===== src/rtl/arp_init_pkg.sv =====
// Shared types for the peer address discovery sequencer.
// Assumes: four sequencing phases; the mode is encoded in the waiting phase.
package arp_init_pkg;

    typedef enum logic [1:0] {
        PH_PARKED      = 2'd0,
        PH_ASK_WAIT    = 2'd1,
        PH_LISTEN_WAIT = 2'd2,
        PH_LEARNED     = 2'd3
    } init_phase_t;

endpackage


===== src/rtl/arp_rx_filter.sv =====
// Qualifies decoded ARP events against the configured addresses.
// Assumes: rx fields are valid only while rx_valid is high; purely combinational.
module arp_rx_filter #(
    parameter int IP_W  = 32,
    parameter int MAC_W = 48
) (
    input  logic             rx_valid,
    input  logic             rx_is_reply,
    input  logic [IP_W-1:0]  rx_spa,
    input  logic [IP_W-1:0]  rx_tpa,
    input  logic [MAC_W-1:0] rx_tha,
    input  logic [IP_W-1:0]  local_ip,
    input  logic [IP_W-1:0]  peer_ip,
    input  logic [MAC_W-1:0] local_mac,
    output logic             hit_reply,
    output logic             hit_request
);

    logic addr_pair_ok;

    // Protocol addresses must name the peer as sender and this node as target.
    always_comb begin
        addr_pair_ok = (rx_spa == peer_ip) && (rx_tpa == local_ip);
    end

    // Split by opcode; a reply must also be addressed to this node's hardware address.
    always_comb begin
        hit_reply   = rx_valid && addr_pair_ok && rx_is_reply && (rx_tha == local_mac);
        hit_request = rx_valid && addr_pair_ok && !rx_is_reply;
    end

endmodule


===== src/rtl/arp_retry_timer.sv =====
// Counts cycles since the last request and flags when the retry period is used up.
// Assumes: restart has priority; a limit of zero expires every cycle like a limit of one.
module arp_retry_timer #(
    parameter int TMR_W = 32
) (
    input  logic             clk,
    input  logic             rst_n,
    input  logic             restart,
    input  logic             run,
    input  logic [TMR_W-1:0] limit,
    output logic             expire
);

    localparam int SUM_W = TMR_W + 1;

    logic [TMR_W-1:0] elapsed;
    logic [SUM_W-1:0] elapsed_next;

    // Widened increment so the compare never wraps.
    always_comb begin
        elapsed_next = {1'b0, elapsed} + SUM_W'(1);
        expire       = run && (elapsed_next >= {1'b0, limit});
    end

    // Elapsed-cycle register: cleared on restart, advanced while running.
    always_ff @(posedge clk) begin
        if (!rst_n) begin
            elapsed <= '0;
        end else if (restart) begin
            elapsed <= '0;
        end else if (run) begin
            elapsed <= elapsed_next[TMR_W-1:0];
        end
    end

endmodule


===== src/rtl/arp_init_fsm.sv =====
// Sequencer for the discovery exchange: parks under hold, asks or listens, then latches the peer.
// Assumes: qualified hits from the filter and expiry from the retry timer; all outputs registered
// except busy/valid, which decode the phase register directly.
module arp_init_fsm
    import arp_init_pkg::*;
#(
    parameter int MAC_W = 48
) (
    input  logic             clk,
    input  logic             rst_n,
    input  logic             hold_rst,
    input  logic             server_mode,
    input  logic             hit_reply,
    input  logic             hit_request,
    input  logic [MAC_W-1:0] rx_sha,
    input  logic             expire,
    output logic             tmr_restart,
    output logic             tmr_run,
    output logic             send_req,
    output logic             send_rep,
    output logic             tmo_irq,
    output logic             tmo_status,
    output logic [MAC_W-1:0] peer_mac,
    output logic             learned
);

    init_phase_t phase;

    // Timer control: restart on each request issue, count only while waiting for a reply.
    always_comb begin
        tmr_run     = (phase == PH_ASK_WAIT) && !hold_rst;
        tmr_restart = ((phase == PH_PARKED) && !hold_rst && !server_mode)
                    || ((phase == PH_ASK_WAIT) && expire);
        learned     = (phase == PH_LEARNED);
    end

    // Phase, captured address, command pulses and sticky timeout flag.
    always_ff @(posedge clk) begin
        if (!rst_n) begin
            phase      <= PH_PARKED;
            peer_mac   <= '0;
            send_req   <= 1'b0;
            send_rep   <= 1'b0;
            tmo_irq    <= 1'b0;
            tmo_status <= 1'b0;
        end else begin
            send_req <= 1'b0;
            send_rep <= 1'b0;
            tmo_irq  <= 1'b0;
            if (hold_rst) begin
                phase      <= PH_PARKED;
                peer_mac   <= '0;
                tmo_status <= 1'b0;
            end else begin
                unique case (phase)
                    PH_PARKED: begin
                        if (server_mode) begin
                            phase <= PH_LISTEN_WAIT;
                        end else begin
                            phase    <= PH_ASK_WAIT;
                            send_req <= 1'b1;
                        end
                    end
                    PH_ASK_WAIT: begin
                        if (hit_reply) begin
                            peer_mac <= rx_sha;
                            phase    <= PH_LEARNED;
                        end else if (expire) begin
                            send_req   <= 1'b1;
                            tmo_irq    <= 1'b1;
                            tmo_status <= 1'b1;
                        end
                    end
                    PH_LISTEN_WAIT: begin
                        if (hit_request) begin
                            peer_mac <= rx_sha;
                            send_rep <= 1'b1;
                            phase    <= PH_LEARNED;
                        end
                    end
                    PH_LEARNED: begin
                        phase <= PH_LEARNED;
                    end
                    default: begin
                        phase <= PH_PARKED;
                    end
                endcase
            end
        end
    end

endmodule


===== src/rtl/arp_init_ctrl.sv =====
// Top of the peer address discovery sequencer: filter, retry timer and sequencer.
// Assumes: one decoded ARP event per rx_valid cycle; frame building is done downstream.
module arp_init_ctrl #(
    parameter int IP_W  = 32,
    parameter int MAC_W = 48,
    parameter int TMR_W = 32
) (
    input  logic             clk,
    input  logic             rst_n,
    input  logic             hold_rst,
    input  logic             server_mode,
    input  logic [IP_W-1:0]  local_ip,
    input  logic [IP_W-1:0]  peer_ip,
    input  logic [MAC_W-1:0] local_mac,
    input  logic [TMR_W-1:0] tmo_cycles,
    input  logic             rx_valid,
    input  logic             rx_is_reply,
    input  logic [MAC_W-1:0] rx_sha,
    input  logic [IP_W-1:0]  rx_spa,
    input  logic [MAC_W-1:0] rx_tha,
    input  logic [IP_W-1:0]  rx_tpa,
    output logic             send_req,
    output logic             send_rep,
    output logic [MAC_W-1:0] peer_mac,
    output logic             peer_mac_valid,
    output logic             busy,
    output logic             tmo_irq,
    output logic             tmo_status
);

    logic hit_reply;
    logic hit_request;
    logic expire;
    logic tmr_restart;
    logic tmr_run;
    logic learned;

    arp_rx_filter #(.IP_W(IP_W), .MAC_W(MAC_W)) u_filter (
        .rx_valid    (rx_valid),
        .rx_is_reply (rx_is_reply),
        .rx_spa      (rx_spa),
        .rx_tpa      (rx_tpa),
        .rx_tha      (rx_tha),
        .local_ip    (local_ip),
        .peer_ip     (peer_ip),
        .local_mac   (local_mac),
        .hit_reply   (hit_reply),
        .hit_request (hit_request)
    );

    arp_retry_timer #(.TMR_W(TMR_W)) u_timer (
        .clk     (clk),
        .rst_n   (rst_n),
        .restart (tmr_restart),
        .run     (tmr_run),
        .limit   (tmo_cycles),
        .expire  (expire)
    );

    arp_init_fsm #(.MAC_W(MAC_W)) u_fsm (
        .clk         (clk),
        .rst_n       (rst_n),
        .hold_rst    (hold_rst),
        .server_mode (server_mode),
        .hit_reply   (hit_reply),
        .hit_request (hit_request),
        .rx_sha      (rx_sha),
        .expire      (expire),
        .tmr_restart (tmr_restart),
        .tmr_run     (tmr_run),
        .send_req    (send_req),
        .send_rep    (send_rep),
        .tmo_irq     (tmo_irq),
        .tmo_status  (tmo_status),
        .peer_mac    (peer_mac),
        .learned     (learned)
    );

    // Status decode: busy until the peer address is learned.
    always_comb begin
        peer_mac_valid = learned;
        busy           = !learned;
    end

endmodule


===== config.mk =====
export PLATFORM = sky130hd
export DESIGN_NAME = arp_init_ctrl
export DESIGN_NICKNAME = d
export VERILOG_FILES = /design/src/rtl/arp_init_pkg.sv /design/src/rtl/arp_rx_filter.sv /design/src/rtl/arp_retry_timer.sv /design/src/rtl/arp_init_fsm.sv /design/src/rtl/arp_init_ctrl.sv
export SDC_FILE = /design/constraint.sdc
export NUM_CORES = 1
export LEC_CHECK = 0
export ABC_AREA = 1
export BUFFER_PORTS_ARGS = -buffer_cell sky130_fd_sc_hd__buf_2
export CORE_UTILIZATION = 35
export CTS_BUF_LIST = sky130_fd_sc_hd__clkbuf_2
export CTS_CLUSTER_DIAMETER = 40
export DETAILED_ROUTE_END_ITERATION = 7
export GPL_TIMING_DRIVEN = 0
export PLACE_DENSITY_LB_ADDON = 0.08
export SYNTH_ARGS = -nofsm -noshare
export SYNTH_HDL_FRONTEND = slang
export SYNTH_SLANG_ARGS = --single-unit

===== constraint.sdc =====
create_clock -name clk -period 6 [get_ports clk]
set_input_delay 0.6 -clock clk [delete_from_list [all_inputs] [get_ports clk]]
set_output_delay 0.6 -clock clk [all_outputs]
set_load 0.05 [all_outputs]

==> results of run 1 <==
-- registers in the layout (all words and copies together), names as in the netlist --
| register | cells |
|---|---|
| u_fsm.phase | 2 |
| u_timer.elapsed | 32 |
| u_fsm.tmo_irq | 1 |
| u_fsm.tmo_status | 1 |
| u_fsm.send_rep | 1 |
| u_fsm.send_req | 1 |
| u_fsm.peer_mac | 48 |
-- cell type report --
type	instances	area (um^2)	area share, %
antenna	7	17.5	0.170
buffer	25	163	1.58
clock buffer	9	45.0	0.436
clock inverter	7	55.1	0.533
inverter	289	1080	10.5
multi-input combinational	1042	5060	49.0
sequential	86	1720	16.7
tap	285	357	3.45
timing repair buffer	363	1820	17.6
-- metal layers --
layer	share of wire [%]	vias up
li1	-	5032
met5	0	-
met4	2.9	0
met3	4.8	40
met1	42	3856
met2	50	256
-- cells in the mapped netlist --
cell type                    n  share of area, %
sky130_fd_sc_hd__a31oi_1     1             0.078
sky130_fd_sc_hd__and2_1      4              0.31
sky130_fd_sc_hd__nand2_1   505                24
sky130_fd_sc_hd__buf_1       4              0.19
sky130_fd_sc_hd__nor2_8      1              0.25
sky130_fd_sc_hd__o22ai_1     1             0.078
sky130_fd_sc_hd__a21oi_2    18               2.0
sky130_fd_sc_hd__nand2_2     4              0.31
sky130_fd_sc_hd__dfxtp_1    86                21
sky130_fd_sc_hd__a211oi_1    1             0.093
sky130_fd_sc_hd__nor3b_1     2              0.19
sky130_fd_sc_hd__nor2_4      4              0.56
sky130_fd_sc_hd__nand4_1    27               2.1
sky130_fd_sc_hd__nand3b_1    9              0.84
sky130_fd_sc_hd__nand3_1    31               1.9
sky130_fd_sc_hd__buf_6       8               1.1
sky130_fd_sc_hd__nor2_2     16               1.2
sky130_fd_sc_hd__a21o_1      1             0.093
sky130_fd_sc_hd__nand4_2     2              0.31
sky130_fd_sc_hd__clkbuf_1    6              0.28
sky130_fd_sc_hd__o21bai_4    1              0.23
sky130_fd_sc_hd__or2_2      17               1.3
sky130_fd_sc_hd__nand2_4     1              0.14
sky130_fd_sc_hd__o21ai_0    22               1.4
sky130_fd_sc_hd__ha_1       33               5.1
sky130_fd_sc_hd__or2_1       4              0.31
sky130_fd_sc_hd__nor3_1     14              0.87
sky130_fd_sc_hd__inv_2       5              0.23
sky130_fd_sc_hd__xnor2_1    33               3.6
sky130_fd_sc_hd__and3_1      1             0.078
sky130_fd_sc_hd__nor2_1    234                11
sky130_fd_sc_hd__a21oi_1    19               1.2
sky130_fd_sc_hd__xor2_1     31               3.4
sky130_fd_sc_hd__nand3_2     2              0.25
sky130_fd_sc_hd__clkinv_1    1             0.047
sky130_fd_sc_hd__nor4_1      1             0.078
sky130_fd_sc_hd__buf_2       7              0.44
sky130_fd_sc_hd__inv_1     283                13
sky130_fd_sc_hd__o21a_1      2              0.19
-- worst max-delay path, delay by kind of cell, from the launching register on --
kind	cells	cell delay, ns
AOI/OAI and AO/OA	2	0.49
adders and majority gates	1	0.28
buffers and inverters	3	0.39
DFF	1	0.47
and+or+nand+nor	13	1.92
-- cells by family after synthesis --
family          synth area share (%)
flops                           21.4
fa+ha+maj                       5.14
xor+xnor                        6.98
simple gates                    45.6
buf+inv                         15.5
compound gates                  5.28
-- stage by stage --
stage	instance area, um^2	hold WS [ns]
after global placement	10200	0.440
after detailed placement	10200	0.456
after floorplan	8030	0.466
after global routing	10300	0.200
after CTS	10300	0.199
final	10300	0.268
-- worst max path at each step --
stage	end	slack, ns	cells past startpoint
after global placement	u_timer.elapsed[1]$_SDFFE_PP0P_	2.38	19
after detailed placement	u_timer.elapsed[0]$_SDFFE_PP0P_	2.37	19
final	u_timer.elapsed[16]$_SDFFE_PP0P_	2.31	19
after global routing	u_timer.elapsed[17]$_SDFFE_PP0P_	2.01	19
after floorplan	u_timer.elapsed[17]$_SDFFE_PP0P_	2.96	20
after CTS	u_timer.elapsed[13]$_SDFFE_PP0P_	2.30	19
-- report_power, final --
group	internal [uW]	leakage [uW]	total [uW]	switching, uW
clock network	59.6	0.0000610	282	222
registers	577	0.000693	581	3.97
logic	167	0.00532	376	209
total	804	0.00608	1240	435
==> impl.org, run 1 <==
** Status
- The flow ran to the end, and the final reports show no timing, DRC or antenna violations.

** Place
- Dpl ws :: 2.37 ns
- Final Wtd Congestion :: 0.955
- Detailed placement ended at an HPWL of 23300 um.
- Once placement completed, the tool counted placed cells totaling 2090.
- Buffers added on ports :: 363

** Clock tree
- Clock transition at the register clock pins on the worst setup and hold paths after CTS :: 0.28 ns
- Counting the buffers created by CTS gives 9.
- Post-CTS Setup Inserts :: 0
- Total clock sinks :: 86
- After clock tree synthesis, the flow added hold-fix buffers numbering 0.
- In this run, post-CTS repair resized a total of 0 instances.
- Maximum number of buffers from clock root to sink :: 2
- Clock tree synthesis selected as its root buffer the cell sky130_fd_sc_hd__clkbuf_2.
- CTS tree :: yes
- Worst skew pair latency :: 0.58 ns
- H-tree lvl count :: 3

** Timing
- Relative max-transition margin :: 58.4%
- The number of hold violations in the final report was 0.
- Setup repair after global routing left no endpoint under its margin.
- Setup violations, final :: 0
- The final-report max-slew violation count came to 0.
- Period utilization :: 61.4%
- Setup slack closes at 2.31 ns.
- Max frequency :: 271 MHz
- For the final routed database, the setup TNS stands at 0 ns.
- For the final database, setup skew stands at 0.0416 ns.
- Post-route minimum period :: 3.69 ns
- Tightest Pin Transition :: 0.624 ns

** Global routing
- The number of global-route vias before repair came to 8565.
- met2 is the most crowded layer.
- The number of antenna violations at the first check in global routing is 7.
- Global routing consumed, on the met2 layer, 41.6% of the routing resources.
- Global routing consumed, on the met3 layer, 3.47% of the routing resources.
- In the global route stage, met1 resource usage came out at 25.4%.
- Overall routing resource usage :: 22.4%
- Wire length of the first global-routing pass :: 41300 um
- Summed over all layers, the global routing overflow is 0.
- Pin count of the biggest net entering global routing :: 17

** Logic synthesis
- The cell area that synthesis handed to floorplanning was 8030 um^2.
- Proportion of synthesized chip area in sequential cells :: 21.4%
- Yosys Warn Count :: 0
- Gate count of the mapped netlist :: 1442
- Counting distinct cell types in the post-synthesis netlist gives 39.
- Post-synthesis net count :: 1785
- Mean cell area of the mapped netlist :: 5.57 um^2
- Register bit total from synthesis :: 86

** Critical path
- Critical register-to-register path endpoint :: u_timer.elapsed[16]$_SDFFE_PP0P_
- At the worst endpoint, the arrival time is 4.16 ns.
- Depth of the worst register-to-register path :: 19
- Reg-to-reg setup timing slack :: 2.31 ns
- For this run, the slowest stage of the critical path takes 0.47 ns.
- Of all nets on the critical path, the largest fanout is 10.
- The worst setup path is launched from a register.
- Setup crit end kind :: register
- Required time of the worst setup path :: 6.47 ns
- CP Cell Sequence :: nand3_1 > inv_2 > nand3_2 > nor2_2 > nand4_2 > nor2_4 > nand3b_1 > or2_1 > nand2_1 > inv_1 > ha_1 > nand3_1 > nor3_1 > nand4_1 > a21oi_1 > nor2_4 > o21bai_4 > buf_6 > nor2_2
- The critical path starts at u_timer.elapsed[0]$_SDFFE_PP0P_.
- In this run the critical register-to-register path is launched from u_timer.elapsed[0]$_SDFFE_PP0P_.
- Max stage delay cell, worst path :: sky130_fd_sc_hd__dfxtp_1
- Critical path start-end classification :: register to register

** Die
- The die is 153 um tall.
- Standard cell core area :: 22600 um^2
- Area of the die :: 23600 um^2
- The floorplan step set the die width to 153 um.
- The floorplan has 55 rows.
- Ports placed on the boundary :: 364
- Starting utilization of the core area :: 35.6%

** Layout
- Net count reported at finish :: 2159
- The library cells used most frequently in the layout, excluding fill and tap cells, are sky130_fd_sc_hd__nand2_1, sky130_fd_sc_hd__buf_2, sky130_fd_sc_hd__inv_1.
- The area growth from synthesis to layout is 28.5%.
- Cells fill 45.7% of the core in the end.
- The layout has 2596 filler cells.
- Most frequent standard cell in the layout excluding fill and tap cells :: sky130_fd_sc_hd__nand2_1
- After the flow finishes, the layout carries non-filler instances totaling 2113.
- Share of layout cells above drive strength 1 :: 25.5%

** Route
- Via-per-instance ratio :: 4.35
- After the first detailed-routing iteration, the DRC count stood at 415.
- The routed design has 26500 um of wire.
- In the final routed layout, each cell accounts on average for 12.6 um.
- The pre-antenna-repair detailed-routing pass consisted of 5 iterations.
- In the routed design, unresolved DRC markers number 0.
- Final ANT Viol Nets :: 0
- Vias after detailed routing :: 9184

** Worst hold path
- Hold_sp :: rx_sha[30]
- For hold timing, the worst endpoint is u_fsm.peer_mac[30]$_SDFFE_PP0P_.
- Cell depth of the worst min-delay path :: 5
- Classification of the worst-slack hold path :: input pin to register

** Pwr
- In this run the static leakage power is 0.00608 uW.
- Pwr Density :: 120 nW/um^2
- Total power of the final layout :: 1240 uW
- Across the VDD grid, the largest voltage drop is 0.0661 mV.

** Job
- Across the run, the number of max-cap violations was 0.
No activity file was read; power rests on OpenSTA's default activity.
==> run 2: changes to the inputs <==
==> constraint.sdc (replaced) <==
create_clock -name clk -period 3.75 [get_ports clk]
set_input_delay 0.375 -clock clk [delete_from_list [all_inputs] [get_ports clk]]
set_output_delay 0.375 -clock clk [all_outputs]
set_load 0.05 [all_outputs]
==> run 2 against run 1 <==
- final cell count grew 1.5%
- die area is the same
- clock-buffer cell count is the same
- clock power grew 59%
- fmax grew 5.8%
- clock skew shrank 0.0015 ns
- combinational power grew 67%
- hold slack lost 0.18 ns
- sequential power grew 60%
- final area grew 3.1%
- via count grew 1.8%
- critical path type unchanged
- critical endpoint unchanged
==> impl.org, run 2 (synthesis results as in run 1) <==
** Status
- The run finished with clean final reports.

** Timing
- Post-route minimum period :: 3.49 ns
- Unrepaired setup endpoints after global routing :: no
- Relative max-transition margin :: 58.4%
- Crit path setup slack, layout :: 0.264 ns
- Setup violations remaining at the end of the flow were counted as 0.
- After layout, the worst path uses 93.0% of the clock period.
- Slew Viols, Final :: 0
- Post-Route Setup TNS :: 0 ns
- On the final layout, the worst clock skew is 0.0401 ns.
- Max frequency :: 287 MHz
- At the pin with the least slew margin, the transition time is 0.624 ns.
- The number of hold violations in the final report came to 0.

** Critical path
- STA classifies the critical path endpoint as a register.
- CP Cell Sequence :: nand3_1 > inv_2 > nand3_2 > nor2_2 > nand4_2 > nor2_4 > nand3b_1 > or2_1 > nand2_1 > inv_1 > ha_1 > nand3_1 > nor3_2 > nand4_1 > a21oi_2 > nor2_4 > o21bai_4 > buf_6 > nor2_2
- Slowest Stage Delay on Critical Path :: 0.43 ns
- Reg-to-reg setup timing slack :: 0.26 ns
- Crit path buf inv count :: 3
- At the worst endpoint, the required time is 4.21 ns.
- Worst EP arrival :: 3.95 ns
- Crit Path Max Fanout :: 10
- The worst setup path is launched from a register.
- Critical path start-end classification :: register to register
- Among cell families on the critical path, the largest total delay comes from simple AND/OR/NAND/NOR gates.
- On the critical path, the stage with the largest delay is an instance of sky130_fd_sc_hd__dfxtp_2.

** Die
- After floorplanning, the core was sized to cover 22600 um^2.
- Area of the die :: 23600 um^2
- Die boundary height :: 153 um
- The floorplan step set the die width to 153 um.
- Ports placed on the boundary :: 364
- The floorplan has 55 rows.
- Starting utilization of the core area :: 35.6%

** Clock tree
- Clock-pin slew was measured on the worst setup and hold paths at 0.27 ns.
- The tree built by TritonCTS fans out to 86 sinks.
- At the later pin of the worst-skew pair, clock insertion delay measures 0.57 ns.
- H-tree lvl count :: 3
- Counting the buffers created by CTS gives 9.
- CTS tree :: yes
- CTS root buffer :: sky130_fd_sc_hd__clkbuf_2
- In this run the deepest clock path goes through 2 buffers.

** Route
- Routed wire per std cell :: 12.5 um
- The first TritonRoute pass finished after 5 iterations.
- In this run the remaining antenna-violating nets after routing total 0.
- Via-per-instance ratio :: 4.36
- In the routed design, unresolved DRC markers number 0.
- Vias after detailed routing :: 9350
- In this run, the number of DRC markers left after iteration 0 of detailed routing was 429.
- Total length of routed met3 wires :: 1260 um
- Summed over all layers, the routed wires come to 26900 um.
- The routed design uses 13300 um of met2 wire.
- Routed signal wires occupy layers up through met4.
- Routed metal-1 wirelength :: 11200 um

** Place
- Input and output buffers added on the ports amount to 363.
- Detailed placement finished with a half-perimeter wire length of 23300 um.
- Dpl ws :: 0.124 ns
- Final Wtd Congestion :: 0.955

** Job
- Number of maximum-capacitance violations :: 0

** Global routing
- The first global-routing pass estimated 42000 um of wire.
- Pin count of the biggest net entering global routing :: 17
- The number of antenna violations at the first check in global routing is 9.
- Final global-route overflow total :: 0
- Across every metal layer, demand over resource in global routing totals 22.6%.
- Number of global-route vias before repair :: 8795

** Layout
- Share of layout cells above drive strength 1 :: 25.3%
- Most frequent standard cell in the layout excluding fill and tap cells :: sky130_fd_sc_hd__nand2_1
- Largest reg by FF count :: u_fsm.peer_mac
- Area added between synthesis and finish :: 32.5%
- The register with the most flip-flops in the layout has 48 of them.
- Net count reported at finish :: 2189
- Most frequent cells in the layout :: sky130_fd_sc_hd__nand2_1, sky130_fd_sc_hd__buf_2, sky130_fd_sc_hd__inv_1
- Sequential cell area :: 1730 um^2
- Counting the fill cells in the layout gives 2565.
- The multi-input combinational cells in the finished layout cover a total of 5070 um^2.
- Largest registers in the final layout :: u_fsm.peer_mac (48), u_timer.elapsed (32), u_fsm.phase (2)

** Pwr
- Pwr Density :: 188 nW/um^2
- Max rail drop VDD :: 0.106 mV
- In this run the static leakage power is 0.00620 uW.

** Worst hold path
- Classification of the worst-slack hold path :: input pin to register
-- run 2: layout make-up --
| class | instances | area share [%] |
|---|---|---|
| multi-input combinational | 1042 | 47.7 |
| timing repair buffer | 393 | 19.9 |
| sequential | 86 | 16.2 |
| inverter | 289 | 10.2 |
| tap | 285 | 3.35 |
| buffer | 25 | 1.53 |
| clock inverter | 7 | 0.517 |
| clock buffer | 9 | 0.423 |
| antenna | 9 | 0.212 |
-- run 2: repair_timing --
| action | in CTS | in global routing |
|---|---|---|
| endpoints found under the hold margin | 30 | 0 |
| setup buffers | 0 | 0 |
| hold buffers | 30 | 0 |
| setup endpoints to repair | 0 | 34 |
| gates resized for setup | 0 | 5 |
-- run 2: worst min-delay path, cell delays in order --
cell                      delay [ns]
sky130_fd_sc_hd__buf_2          0.09
sky130_fd_sc_hd__inv_1          0.04
sky130_fd_sc_hd__nand2_1        0.04
sky130_fd_sc_hd__nand2_1        0.05
sky130_fd_sc_hd__nor2_1         0.03
-- run 2: power breakdown --
group / total [uW] / internal, uW / switching (uW)
registers: 930 / 924 / 6.35
logic: 628 / 288 / 340
clock network: 448 / 95.4 / 353
total: 2010 / 1310 / 698
-- run 2: worst paths after layout --
| path | to | depth (start not counted) | from |
|---|---|---|---|
| worst max-delay path | u_timer.elapsed[16]$_SDFFE_PP0P_ | 19 | u_timer.elapsed[0]$_SDFFE_PP0P_ |
| worst min-delay path | u_fsm.peer_mac[15]$_SDFFE_PP0P_ | 5 | rx_sha[15] |
| worst min register to register | u_fsm.peer_mac[9]$_SDFFE_PP0P_ | 2 | u_fsm.peer_mac[9]$_SDFFE_PP0P_ |
| worst max register to register | u_timer.elapsed[16]$_SDFFE_PP0P_ | 19 | u_timer.elapsed[0]$_SDFFE_PP0P_ |
-- run 2: metal layers --
| layer | vias to the layer above | global-route usage [%] |
|---|---|---|
| met1 | 3918 | 25.6 |
| met5 | - | 0 |
| met3 | 59 | 3.49 |
| met4 | 0 | 11.1 |
| li1 | 5097 | - |
| met2 | 276 | 41.3 |
-- run 2: metrics by stage --
step	hold WS (ns)	cells	util [%]	area, um^2	total power, uW
3_3_place_gp	0.440	2090	45.2	10200	1550
3_5_place_dp	0.456	2090	45.2	10200	1550
2_1_floorplan	0.466	1442	-	8030	1270
5_1_grt	0.0256	2145	47.1	10600	2150
4_1_cts	0.00645	2136	47.0	10600	2040
6_report	0.0836	2145	47.1	10600	2010
